**config.mk**
```make
export PLATFORM = sky130hd
export DESIGN_NAME = csm_top
export DESIGN_NICKNAME = d
export VERILOG_FILES = /design/src/rtl/csm_pkg.sv /design/src/rtl/csm_recode.sv /design/src/rtl/csm_csa_row.sv /design/src/rtl/csm_reduce.sv /design/src/rtl/csm_datapath.sv /design/src/rtl/csm_ctrl.sv /design/src/rtl/csm_top.sv
export SDC_FILE = /design/constraint.sdc
export NUM_CORES = 1
export LEC_CHECK = 0
export ABC_AREA = 1
export BUFFER_PORTS_ARGS = -buffer_cell sky130_fd_sc_hd__buf_2
export CAP_MARGIN = 20
export CELL_PAD_IN_SITES_DETAIL_PLACEMENT = 1
export CELL_PAD_IN_SITES_GLOBAL_PLACEMENT = 2
export CORE_ASPECT_RATIO = 1.4
export CORE_MARGIN = 5
export CORE_UTILIZATION = 34
export CTS_CLUSTER_DIAMETER = 200
export DETAILED_ROUTE_END_ITERATION = 6
export PLACE_DENSITY = 0.83
export SKIP_LAST_GASP = 1
export SLEW_MARGIN = 20
export SYNTH_ARGS = -nofsm -noshare
export SYNTH_HDL_FRONTEND = slang
export SYNTH_HIERARCHICAL = 1
export SYNTH_SLANG_ARGS = --single-unit
```
**constraint.sdc**
```tcl
create_clock -name clk -period 0.8 [get_ports clk]
set_input_delay 0 -clock clk [delete_from_list [all_inputs] [get_ports clk]]
set_output_delay 0 -clock clk [all_outputs]
set_load 0.005 [all_outputs]
```
**src/rtl/csm_pkg.sv**
```systemverilog
package csm_pkg;

  // Strobes passed from the control to the datapath.
  typedef struct packed {
    logic capture;   // load the freshly computed product into the result register
  } csmStrobe_t;

endpackage

```
**src/rtl/csm_recode.sv**
```systemverilog
// Half-adder row plus OR-merged partial-product generation.
module csm_recode #(
  parameter int N = 8,
  parameter int M = 8
) (
  input  logic [N-1:0]        sumVec,
  input  logic [N-1:0]        carryVec,
  input  logic [M-1:0]        multVec,
  output logic [M:0][N-1:0]   rows
);

  logic [N-1:0] xBit;      // half-adder sum, weight i
  logic [N:1]   yBit;      // half-adder delayed carry, weight i
  logic [M+1:0] multPad;   // multPad[j+1] == multVec[j], zero at both ends

  for (genvar i = 0; i < N; i++) begin : g_halfAdd
    assign xBit[i]   = sumVec[i] ^ carryVec[i];
    assign yBit[i+1] = sumVec[i] & carryVec[i];
  end

  assign multPad = {1'b0, multVec, 1'b0};

  // Row j, bit i sits at weight i+j. It combines xBit[i]*mult[j] with
  // yBit[i+1]*mult[j-1]; both come from the same half-adder and are exclusive.
  always_comb begin
    for (int j = 0; j <= M; j++) begin
      for (int i = 0; i < N; i++) begin
        rows[j][i] = (xBit[i] & multPad[j+1]) | (yBit[i+1] & multPad[j]);
      end
    end
  end

endmodule

```
**src/rtl/csm_csa_row.sv**
```systemverilog
// One row of full adders: three vectors in, sum and shifted carry out.
module csm_csa_row #(
  parameter int W = 17
) (
  input  logic [W-1:0] inA,
  input  logic [W-1:0] inB,
  input  logic [W-1:0] inC,
  output logic [W-1:0] sumOut,
  output logic [W-1:0] carryOut
);

  assign sumOut   = inA ^ inB ^ inC;
  assign carryOut = {(inA[W-2:0] & inB[W-2:0]) |
                     (inA[W-2:0] & inC[W-2:0]) |
                     (inB[W-2:0] & inC[W-2:0]), 1'b0};

endmodule

```
**src/rtl/csm_reduce.sv**
```systemverilog
// Reduces the M+1 merged rows to a sum/carry pair.
module csm_reduce #(
  parameter int N = 8,
  parameter int M = 8,
  localparam int P = N + M + 1
) (
  input  logic [M:0][N-1:0] rows,
  output logic [P-1:0]      redSum,
  output logic [P-1:0]      redCarry
);

  logic [P-1:0] aligned [0:M];
  logic [P-1:0] accS    [0:M-1];
  logic [P-1:0] accC    [0:M-1];

  always_comb begin
    for (int j = 0; j <= M; j++) begin
      aligned[j] = P'(rows[j]) << j;
    end
  end

  assign accS[0] = aligned[0];
  assign accC[0] = aligned[1];

  for (genvar k = 1; k < M; k++) begin : g_stage
    csm_csa_row #(.W(P)) u_row (
      .inA     (accS[k-1]),
      .inB     (accC[k-1]),
      .inC     (aligned[k+1]),
      .sumOut  (accS[k]),
      .carryOut(accC[k])
    );
  end

  assign redSum   = accS[M-1];
  assign redCarry = accC[M-1];

endmodule

```
**src/rtl/csm_datapath.sv**
```systemverilog
module csm_datapath
  import csm_pkg::*;
#(
  parameter int N = 8,
  parameter int M = 8,
  localparam int P = N + M + 1
) (
  input  logic          clk,
  input  logic          rstN,
  input  csmStrobe_t    strobe,
  input  logic [N-1:0]  sumVec,
  input  logic [N-1:0]  carryVec,
  input  logic [M-1:0]  multVec,
  output logic [P-1:0]  product
);

  logic [M:0][N-1:0] rows;
  logic [P-1:0]      redSum;
  logic [P-1:0]      redCarry;
  logic [P-1:0]      binProduct;

  csm_recode #(.N(N), .M(M)) u_recode (
    .sumVec  (sumVec),
    .carryVec(carryVec),
    .multVec (multVec),
    .rows    (rows)
  );

  csm_reduce #(.N(N), .M(M)) u_reduce (
    .rows    (rows),
    .redSum  (redSum),
    .redCarry(redCarry)
  );

  // Final carry-propagate step; the adder architecture is left to synthesis.
  assign binProduct = redSum + redCarry;

  always_ff @(posedge clk or negedge rstN) begin
    if (!rstN) begin
      product <= '0;
    end else if (strobe.capture) begin
      product <= binProduct;
    end
  end

endmodule

```
**src/rtl/csm_ctrl.sv**
```systemverilog
module csm_ctrl
  import csm_pkg::*;
(
  input  logic       clk,
  input  logic       rstN,
  input  logic       inValid,
  output csmStrobe_t strobe,
  output logic       outValid
);

  always_comb begin
    strobe.capture = inValid;
  end

  always_ff @(posedge clk or negedge rstN) begin
    if (!rstN) begin
      outValid <= 1'b0;
    end else begin
      outValid <= inValid;
    end
  end

endmodule

```
**src/rtl/csm_top.sv**
```systemverilog
module csm_top
  import csm_pkg::*;
#(
  parameter int N = 8,
  parameter int M = 8
) (
  input  logic           clk,
  input  logic           rstN,
  input  logic           inValid,
  input  logic [N-1:0]   sumVec,
  input  logic [N-1:0]   carryVec,
  input  logic [M-1:0]   multVec,
  output logic           outValid,
  output logic [N+M:0]   product
);

  csmStrobe_t strobe;

  csm_ctrl u_ctrl (
    .clk     (clk),
    .rstN    (rstN),
    .inValid (inValid),
    .strobe  (strobe),
    .outValid(outValid)
  );

  csm_datapath #(.N(N), .M(M)) u_datapath (
    .clk     (clk),
    .rstN    (rstN),
    .strobe  (strobe),
    .sumVec  (sumVec),
    .carryVec(carryVec),
    .multVec (multVec),
    .product (product)
  );

endmodule

```
==> impl_metrics.py <==
metrics = {
    "run_status": {
        "outcome": "finished, violations left",
        "violations": "setup timing",
    },
    "timing": {
        "timing.final.crit_period_ns": 4.616,
        "finalCritPeriodShare_pct": 577.0,
        "finalWorstSetupSlack_ns": -3.816,
        "finalClockSkew_ns": 0,
        "rsz0062_at_grt": "true",
        "slew_viol_final": 0,
        "setup_viol": 17,
        "fmaxAchievable_ghz": 0.2166,
        "hold_viol": 0,
        "worst_hold_slack_ns": 0.1774,
    },
    "critical_path": {
        "path_class": "input port to flop",
        "cp.arrival_ns": 4.80,
        "critPathSlowestCell": "fa_2",
        "critical_path_required_ns": 0.99,
        "startpoint_type": "input port",
        "worstSetupEndpointType": "flop",
        "cp_cell_sequence": "buf_6 > ha_4 > nand2_2 > nand2_2 > fa_2 > fa_1 > fa_2 > fa_2 > fa_2 > fa_2 > fa_2 > ha_4 > nand2_4 > nand2_4 > inv_2 > nand2_2 > a21oi_2 > nand2_1 > nand2_1 > nand3_1 > nand2_1",
        "worst_path_largest_cell_delay_ns": 0.57,
        "critPathMaxFanout": 4,
        "path_common_cell": "fa_2",
    },
    "route": {
        "avgRoutedWirePerCell_um": 12.25,
        "dr_total_vias": 4636,
        "drt_iter0_drc": 85,
        "drc": 0,
        "drtPass1Iterations": 4,
        "routed_via_density": 4.390,
        "wl_um": 12940,
        "ant_nets": 0,
    },
    "grt": {
        "grt-ovfl-total": 0,
        "grt_pass1_vias": 5351,
        "grt_max_degree": 19,
        "antenna_found_initial": 0,
        "grt_use_total_pct": 14.87,
        "grt_pass1_wl_um": 23160,
    },
    "finish": {
        "nets": 1025,
        "drive_gt1_share_pct": 30.35,
        "fill_cells": 1984,
        "multi_input_comb_area_sq_um": 5175,
        "seqCellArea_sq_um": 450.4,
        "antenna_cells": 0,
        "area_delta_synth_final_pct": 30.98,
        "final_common_cell": "nand2_1",
        "utilization_pct": 45.63,
        "final_cell_mix": "nand2_1, conb_1, inv_1",
        "finalNonFillerCells": 1056,
    },
    "clock_tree": {
        "path_clk_slew_ns": 0.05,
        "h-tree-depth": 1,
        "cts_sinks": 18,
        "clock_latency_ns": 0.24,
        "cts_inserted_buffers": 3,
        "root_buffer": "clkbuf_16",
        "clock_path_buffers": 2,
        "cts_tree": "yes",
    },
    "floorplanning": {
        "die_y_um": 159.9,
        "die_w_um": 117.1,
        "die_area_sq_um": 18730,
        "ioPinCount": 45,
        "core_area_sq_um": 15680,
        "rows": 54,
        "start_util_pct": 34.83,
    },
    "flow_run": {
        "maxCapViolations": 0,
    },
    "synth": {
        "synth_area_sq_um": 5460,
        "ys_ff_latch": 18,
        "ys_seq_area_share_pct": 8.249,
        "synth_cell_types": 29,
        "avgSynthCellArea_sq_um": 7.868,
        "synth_warnings": 6,
        "syn_inst": 694,
    },
    "worst_hold_path": {
        "hp-class": "input port to flop",
    },
    "placed_design": {
        "place_ws_ns": -4.194,
        "numPortBuffers": 44,
        "placed_cells": 1038,
        "gp_congestion": 0.8256,
        "place_hpwl_um": 11520,
    },
}
==> what timing repair did <==
action / 4_1_cts / 5_1_grt
endpoints found under the hold margin: 19 / 0
buffers inserted: 8 / 4
cloned: 0 / 0
hold buffers: 2 / 0
setup endpoints to repair: 17 / 19
gates resized for setup: 55 / 31
pin swaps: 53 / 63
==> final timing paths <==
path | cells after the start | to | slack (ns) | from
max | 21 | u_datapath/product[14] | -3.82 | sumVec[7]
min | 4 | u_datapath/product[9] | 0.18 | inValid
max reg2reg | 3 | u_datapath/product[16] | 0.06 | u_datapath/product[16]
max in group asynchronous | 2 | u_datapath/product[8] | 0.27 | rstN
min in group asynchronous | 2 | u_ctrl/outValid | 0.23 | rstN
min reg2reg | 2 | u_datapath/product[6] | 0.47 | u_datapath/product[6]
==> kinds of logic after synthesis <==
| family | share of synthesized area [%] |
|---|---|
| AND/OR/NAND/NOR | 28.55 |
| adder cells (fa/ha/maj) | 46.93 |
| buffers and inverters | 13.38 |
| flip-flops | 8.249 |
| AO/OA/AOI/OAI | 1.535 |
| other | 0.5500 |
| XOR/XNOR | 0.8020 |
==> area by class of cell <==
cell class | count | share of cell area (%)
multi-input cells | 639 | 72.36
repair buffers | 116 | 12.32
flip-flops and latches | 18 | 6.298
clock buffers | 4 | 1.242
inverters | 83 | 4.356
well taps | 196 | 3.429
==> per-stage QoR <==
| stage | instance area [sq um] | TNS (ns) |
|---|---|---|
| 6_report | 7152 | -61.15 |
| 5_1_grt | 7152 | -63.20 |
| 4_1_cts | 7002 | -62.23 |
| 3_5_place_dp | 6628 | -67.84 |
| 3_3_place_gp | 6628 | -66.75 |
| 2_1_floorplan | 6147 | -67.48 |
==> critical path: cells and delay by family <==
kind | cells | cell delay (ns)
AOI/OAI and AO/OA | 1 | 0.14
buffers and inverters | 2 | 0.15
adders and majority gates | 9 | 3.88
and+or+nand+nor | 9 | 0.61
==> sequential cells by signal, indices dropped and copies added, names as in the netlist <==
register / cells
u_ctrl/outValid: 1
u_datapath/product: 17
==> layer usage <==
| layer | share of wire [%] | GRT usage [%] | vias up | routed length [um] |
|---|---|---|---|---|
| li1 | - | - | 2266 | - |
| met1 | 34 | 14.73 | 2332 | 4426 |
| met2 | 64 | 32.29 | 30 | 8262 |
| met3 | 1.0 | 0.8709 | 8 | 132 |
| met4 | 0.90 | 2.139 | 0 | 117 |
| met5 | 0 | 0 | - | 0 |
==> synth_stat cells (all sizes together) <==
| library cell | instances | area (sq um) |
|---|---|---|
| nor2 | 9 | 33.78 |
| nand2 | 340 | 1286 |
| dfrtp | 18 | 450.4 |
| nor3 | 4 | 40.04 |
| conb | 8 | 30.03 |
| a21oi | 8 | 58.81 |
| xnor2 | 5 | 43.79 |
| o21ai | 5 | 25.02 |
| ha | 24 | 300.3 |
| nand3b | 2 | 15.01 |
| clkbuf | 2 | 7.510 |
| or2 | 3 | 21.28 |
| and2 | 1 | 7.510 |
| nand3 | 28 | 155.2 |
| fa | 113 | 2262 |
| buf | 41 | 411.6 |
| inv | 83 | 311.6 |
Power is not shown: default switching activity piles up to over one toggle a cycle in this logic, so the estimate is an artifact.
